===== src/rtl/fpm_pkg.sv =====
package fpm_pkg;
   typedef enum logic [1:0] {
      RNG_NORM  = 2'd0,
      RNG_OVER  = 2'd1,
      RNG_UNDER = 2'd2,
      RNG_ZERO  = 2'd3
   } rng_t;
endpackage


===== src/rtl/fpm_front.sv =====
// Operand split, sign XOR, signed exponent sum and raw significand product.
module fpm_front #(
   parameter int EXP_W  = 8,
   parameter int FRAC_W = 23
) (
   input  logic [EXP_W+FRAC_W:0]        op_a,
   input  logic [EXP_W+FRAC_W:0]        op_b,
   output logic                         sgn,
   output logic signed [EXP_W+1:0]      exp_sum,
   output logic [2*(FRAC_W+1)-1:0]      prod,
   output logic                         zero_op
);
   localparam int W      = 1 + EXP_W + FRAC_W;
   localparam int SIG_W  = FRAC_W + 1;
   localparam int PROD_W = 2 * SIG_W;
   localparam int SUM_W  = EXP_W + 2;
   localparam int BIAS   = (1 << (EXP_W - 1)) - 1;
   localparam logic signed [SUM_W-1:0] BIAS_S = SUM_W'(BIAS);

   logic [EXP_W-1:0] ea, eb;
   logic [SIG_W-1:0] sa, sb;

   always_comb begin
      ea      = op_a[W-2 -: EXP_W];
      eb      = op_b[W-2 -: EXP_W];
      sa      = {1'b1, op_a[FRAC_W-1:0]};
      sb      = {1'b1, op_b[FRAC_W-1:0]};
      sgn     = op_a[W-1] ^ op_b[W-1];
      zero_op = (ea == '0) || (eb == '0);
      exp_sum = $signed({2'b00, ea}) + $signed({2'b00, eb}) - BIAS_S;
      prod    = PROD_W'(sa) * PROD_W'(sb);
   end
endmodule


===== src/rtl/fpm_norm.sv =====
// One-place normalisation of the significand product with truncation.
module fpm_norm #(
   parameter int EXP_W  = 8,
   parameter int FRAC_W = 23
) (
   input  logic [2*(FRAC_W+1)-1:0]      prod,
   input  logic signed [EXP_W+1:0]      exp_sum,
   output logic [FRAC_W:0]              sig,
   output logic signed [EXP_W+1:0]      exp_adj
);
   localparam int SIG_W  = FRAC_W + 1;
   localparam int PROD_W = 2 * SIG_W;
   localparam int SUM_W  = EXP_W + 2;

   logic              carry;
   logic [PROD_W-1:0] aligned;
   logic              unused_tail;

   always_comb begin
      carry       = prod[PROD_W-1];
      aligned     = carry ? prod : (prod << 1);
      sig         = aligned[PROD_W-1 -: SIG_W];
      unused_tail = ^aligned[PROD_W-SIG_W-1:0];
      exp_adj     = exp_sum + $signed({{(SUM_W-1){1'b0}}, carry});
   end
endmodule


===== src/rtl/fpm_range.sv =====
// Range classification and final encoding of the product.
module fpm_range
   import fpm_pkg::*;
#(
   parameter int EXP_W     = 8,
   parameter int FRAC_W    = 23,
   parameter bit DENORM_EN = 1'b1
) (
   input  logic                    sgn,
   input  logic [FRAC_W:0]         sig,
   input  logic signed [EXP_W+1:0] exp_adj,
   input  logic                    zero_op,
   output logic [EXP_W+FRAC_W:0]   res,
   output rng_t                    cls
);
   localparam int SIG_W = FRAC_W + 1;
   localparam int SUM_W = EXP_W + 2;
   localparam int EMAX  = (1 << EXP_W) - 1;
   localparam logic signed [SUM_W-1:0] EXP_TOP = SUM_W'(EMAX - 1);
   localparam logic signed [SUM_W-1:0] EXP_ONE = SUM_W'(1);

   logic [FRAC_W-1:0] den_frac;

   generate
      if (DENORM_EN) begin : g_denorm
         logic [SUM_W-1:0] shamt;
         logic [SIG_W-1:0] den_full;
         logic             unused_msb;
         always_comb begin
            shamt      = SUM_W'(1) - exp_adj;
            den_full   = (shamt >= SUM_W'(SIG_W)) ? '0 : (sig >> shamt);
            den_frac   = den_full[FRAC_W-1:0];
            unused_msb = den_full[SIG_W-1];
         end
      end else begin : g_flush
         logic unused_sig;
         always_comb begin
            den_frac   = '0;
            unused_sig = sig[SIG_W-1];
         end
      end
   endgenerate

   always_comb begin
      if (zero_op) begin
         cls = RNG_ZERO;
         res = {sgn, {(EXP_W+FRAC_W){1'b0}}};
      end else if (exp_adj > EXP_TOP) begin
         cls = RNG_OVER;
         res = {sgn, {EXP_W{1'b1}}, {FRAC_W{1'b0}}};
      end else if (exp_adj < EXP_ONE) begin
         cls = RNG_UNDER;
         res = {sgn, {EXP_W{1'b0}}, den_frac};
      end else begin
         cls = RNG_NORM;
         res = {sgn, exp_adj[EXP_W-1:0], sig[FRAC_W-1:0]};
      end
   end
endmodule


===== src/rtl/fpmul_sp.sv =====
// Two-stage floating-point multiplier.
module fpmul_sp
   import fpm_pkg::*;
#(
   parameter int EXP_W     = 8,
   parameter int FRAC_W    = 23,
   parameter bit DENORM_EN = 1'b1
) (
   input  logic                   clk,
   input  logic                   rst_n,
   input  logic                   in_valid,
   input  logic [EXP_W+FRAC_W:0]  op_a,
   input  logic [EXP_W+FRAC_W:0]  op_b,
   output logic                   out_valid,
   output logic [EXP_W+FRAC_W:0]  result,
   output logic                   ovf,
   output logic                   unf
);
   localparam int W      = 1 + EXP_W + FRAC_W;
   localparam int SIG_W  = FRAC_W + 1;
   localparam int PROD_W = 2 * SIG_W;
   localparam int SUM_W  = EXP_W + 2;

   generate
      if (EXP_W < 3 || EXP_W > 15) begin : g_bad_exp
         $error("fpmul_sp: EXP_W out of supported range");
      end
      if (FRAC_W < 2 || FRAC_W > 52) begin : g_bad_frac
         $error("fpmul_sp: FRAC_W out of supported range");
      end
   endgenerate

   // stage 0 (combinational front)
   logic                    f_sgn, f_zero;
   logic signed [SUM_W-1:0] f_sum;
   logic [PROD_W-1:0]       f_prod;

   fpm_front #(.EXP_W(EXP_W), .FRAC_W(FRAC_W)) u_front (
      .op_a    (op_a),
      .op_b    (op_b),
      .sgn     (f_sgn),
      .exp_sum (f_sum),
      .prod    (f_prod),
      .zero_op (f_zero)
   );

   // stage 1 registers
   logic                    s1_v, s1_sgn, s1_zero;
   logic signed [SUM_W-1:0] s1_sum;
   logic [PROD_W-1:0]       s1_prod;

   always_ff @(posedge clk or negedge rst_n) begin
      if (!rst_n) begin
         s1_v    <= 1'b0;
         s1_sgn  <= 1'b0;
         s1_zero <= 1'b0;
         s1_sum  <= '0;
         s1_prod <= '0;
      end else begin
         s1_v <= in_valid;
         if (in_valid) begin
            s1_sgn  <= f_sgn;
            s1_zero <= f_zero;
            s1_sum  <= f_sum;
            s1_prod <= f_prod;
         end
      end
   end

   // stage 1 combinational back end
   logic [SIG_W-1:0]        n_sig;
   logic signed [SUM_W-1:0] n_exp;
   logic [W-1:0]            r_res;
   rng_t                    r_cls;

   fpm_norm #(.EXP_W(EXP_W), .FRAC_W(FRAC_W)) u_norm (
      .prod    (s1_prod),
      .exp_sum (s1_sum),
      .sig     (n_sig),
      .exp_adj (n_exp)
   );

   fpm_range #(.EXP_W(EXP_W), .FRAC_W(FRAC_W), .DENORM_EN(DENORM_EN)) u_range (
      .sgn     (s1_sgn),
      .sig     (n_sig),
      .exp_adj (n_exp),
      .zero_op (s1_zero),
      .res     (r_res),
      .cls     (r_cls)
   );

   // output registers
   always_ff @(posedge clk or negedge rst_n) begin
      if (!rst_n) begin
         out_valid <= 1'b0;
         ovf       <= 1'b0;
         unf       <= 1'b0;
         result    <= '0;
      end else begin
         out_valid <= s1_v;
         ovf       <= s1_v && (r_cls == RNG_OVER);
         unf       <= s1_v && ((r_cls == RNG_UNDER) || (r_cls == RNG_ZERO));
         if (s1_v) result <= r_res;
      end
   end
endmodule


===== config.mk =====
export PLATFORM = sky130hd
export DESIGN_NAME = fpmul_sp
export DESIGN_NICKNAME = d
export VERILOG_FILES = /design/src/rtl/fpm_pkg.sv /design/src/rtl/fpm_front.sv /design/src/rtl/fpm_norm.sv /design/src/rtl/fpm_range.sv /design/src/rtl/fpmul_sp.sv
export SDC_FILE = /design/constraint.sdc
export NUM_CORES = 2
export LEC_CHECK = 0
export BUFFER_PORTS_ARGS = -buffer_cell sky130_fd_sc_hd__buf_2
export CAP_MARGIN = 5
export CORE_AREA = 2 2 200 202
export CTS_BUF_LIST = sky130_fd_sc_hd__clkbuf_4 sky130_fd_sc_hd__clkbuf_8
export DETAILED_ROUTE_END_ITERATION = 10
export DIE_AREA = 0 0 202 204
export GPL_TIMING_DRIVEN = 0
export PLACE_DENSITY = 0.8
export SLEW_MARGIN = 20
export SYNTH_ARGS = -nofsm -noshare
export SYNTH_HDL_FRONTEND = slang
export SYNTH_SLANG_ARGS = --single-unit

===== constraint.sdc =====
create_clock -name clk -period 4.25 [get_ports clk]
set_clock_uncertainty 0.1 [all_clocks]
set_input_delay 0.2125 -clock clk [delete_from_list [all_inputs] [get_ports clk]]
set_output_delay 0.2125 -clock clk [all_outputs]
set_load 0.005 [all_outputs]

==> metrics.md <==
| Metric | Value |
|---|---|
| Seq/Total Area, Yosys | `7.89%` |
| Worst min-delay path class | `primary input to flop` |
| Nets | `3489` |
| CP arrival | `6.92 ns` |
| Fin worst setup slack | `-2.53 ns` |
| Main combinational cell family by area after synthesis | `adder cells` |
| Worst-Margin Slew | `0.853 ns` |
| DR pass1 iterations | `7` |
| Worst-path maximum fanout | `10` |
| YS warnings | `0` |
| Die ar. | `41200 um^2` |
| Core Box Area | `39200 um^2` |
| Post-synth EDFFs | `0` |
| Maxcap violations | `0` |
| Startpoint Class | `primary input` |
| Most frequent cells in the layout | `inv_1, fa_1, nand2_1, and2_1, ha_1` |
| Detailed Route Iter0 Violations | `1547` |
| Failing checks | `setup timing` |
| Slew HR | `42.7%` |
| Cells after Synth | `2589` |
| Largest net degree at the start of global routing | `47` |
| Detail Route Antenna Nets | `0` |
| Clock buffer count from CTS | `9` |
| Fin. max-slew vios | `0` |
| DIE HEIGHT | `204 um` |
| Most used DFF post-synth | `dfrtp_1` |
| Detail Placement HPWL | `62.3 mm` |
| DRC | `0` |
| Mux cell area share after synthesis | `3.63%` |
| Synth unique cells | `76` |
| Syn nets | `3320` |
| CTS Sinks | `73` |
| F_max | `148 MHz` |
| Clock tree buffer depth | `2` |
| Total length of routed wires | `76.0 mm` |
| Vias in the first global route | `20800` |
| CTS clk-pin slew, worst paths | `0.08 ns` |
| CP endpoint kind | `flop` |
| Global route overflow | `0` |
| Area growth syn-to-layout | `16.8%` |
| Compound-cell area share of the yosys netlist | `7.07%` |
| GPL Wtd Cong | `0.988` |
| Total track usage | `38.3%` |
| Final Critical Period | `6.78 ns` |
| Dpl ws | `-3.79 ns` |
| Avg Cell Area, Syn | `8.94 um^2` |
| Row count | `73` |
| FFs w/ async S/R, synth | `100%` |
| Synth Area in XOR/XNOR | `1.85%` |
| Final Hold Violating Endpoints | `0` |
| Global-route wire length before repair | `119 mm` |
| Initial antenna violation count | `1` |
| CTS tree | `built` |
| IO buf count | `94` |
| Synthesized flop and latch total | `73` |
| H-tree depth | `3` |
| Fraction of layout cells with a size suffix above 1 | `17.6%` |
| Final worst path period share | `159%` |
| Io pins | `102` |
| Synth Area in Simple Gates | `16.2%` |
| Adder and majority gate portion of the synthesized area | `51.5%` |
| Worst skew pair latency | `0.36 ns` |
| Fin Hold WS | `0.0304 ns` |
| Via count | `19200` |
| RSZ-0062 raised after global routing | `yes` |
| Die Wd | `202 um` |
| Drt wl/cell | `23.1 um` |
| Synthesized area | `23100 um^2` |
| Status | `complete, but fails checks` |
| Commonest non-fill, non-tap cell in the layout | `inv_1` |
| Vias per inst | `5.82` |
| Root Driver | `clkbuf_8` |
| Crit Path Class | `primary input to flop` |
| WP data required | `4.39 ns` |
| Final setup vio count | `25` |
| Initial core utilization | `59.1%` |
worst max-delay path, stage by stage:
cell	delay (ns)
buf_2	0.17
clkbuf_4	0.33
nand2_1	0.13
fa_1	0.52
inv_1	0.06
fa_1	0.56
fa_1	0.46
fa_1	0.62
fa_1	0.51
fa_1	0.51
inv_1	0.05
fa_1	0.49
inv_1	0.04
ha_1	0.25
a211oi_2	0.24
nand3_1	0.12
nor2_2	0.16
o21ai_4	0.12
a32o_2	0.29
a221o_1	0.37
a2111oi_4	0.32
xnor2_1	0.11
mux2_4	0.26
state kept, by name (all words and copies together) (netlist names):
signal,flops
s1_sum,10
s1_prod,25
result,32
s1_v,1
unf,1
ovf,1
out_valid,1
s1_zero,1
s1_sgn,1
logic make-up after synthesis:
family,Yosys count
AND/OR/NAND/NOR,765
buffers and inverters,727
adder cells (fa/ha/maj),664
AO/OA/AOI/OAI,237
multiplexers,75
flip-flops,73
XOR/XNOR,48
timing repair:
action / in CTS / in global routing
setup endpoints to repair: 48 / 41
resized for setup: 275 / 103
hold buffers: 2 / 0
pin swaps: 47 / 48
hold endpoints to repair: 28 / 0
buffers inserted: 33 / 29
gates cloned: 1 / 0
cells in the mapped netlist, drive strengths merged, types with 11 or more instances:
library cell	n	area share, %
inv	599	9.7
fa	482	42
nand2	304	4.9
and2	245	6.6
ha	182	9.8
clkbuf	113	1.8
nor2	111	1.8
dfrtp	73	7.9
a21oi	68	1.5
mux2	41	2.0
mux2i	31	1.3
o21ai	31	0.67
xnor2	31	1.2
nor3	25	0.56
a21o	23	0.75
nand3	20	0.49
xor2	17	0.64
a211oi	14	0.45
a22oi	13	0.42
and3	13	0.36
buf	12	0.27
nand4	11	0.30
o31ai	11	0.36
worst paths after layout:
| path | from | endpoint | slack [ns] | cells after the start |
|---|---|---|---|---|
| worst min-delay path | op_a[31] | s1_sgn | 0.03 | 3 |
| worst max-delay path | op_b[19] | s1_prod[45] | -2.53 | 23 |
| worst min register to register | s1_v | out_valid | 0.37 | 0 |
| min in group asynchronous | rst_n | result[13] | 0.21 | 2 |
| max in group asynchronous | rst_n | result[29] | 3.26 | 3 |
| worst max register to register | s1_prod[47] | result[22] | 0.19 | 14 |
through the flow:
step	std cells	util, %	cell area (um^2)	TNS, ns
after global routing	3288	69.0	27000	-58.04
final	3290	69.0	27000	-54.02
after floorplan	2589	-	23800	-41.85
after detailed placement	3209	63.7	24900	-92.36
after CTS	3260	67.7	26500	-50.41
after global placement	3208	63.6	24900	-92.31
area by class of cell:
cell class                      instances  area [um^2]
Buffer                                124         1510
Inverter                              602         2290
Clock inverter                          5          104
Antenna cell                            2         5.00
Fill cell                            2993        12100
Multi-Input combinational cell       1789        19300
Sequential cell                        73         1830
Clock buffer                           11          139
Timing Repair Buffer                  159         1220
Tap cell                              525          657
routing by layer:
layer  routed length, um  track usage [%]
met2               35100             61.2
met4                4850             20.8
met5                   0                0
met3                8220             10.2
met1               27900             47.8
Power is not shown: default switching activity piles up to over one toggle a cycle in this logic, so the estimate is an artifact.
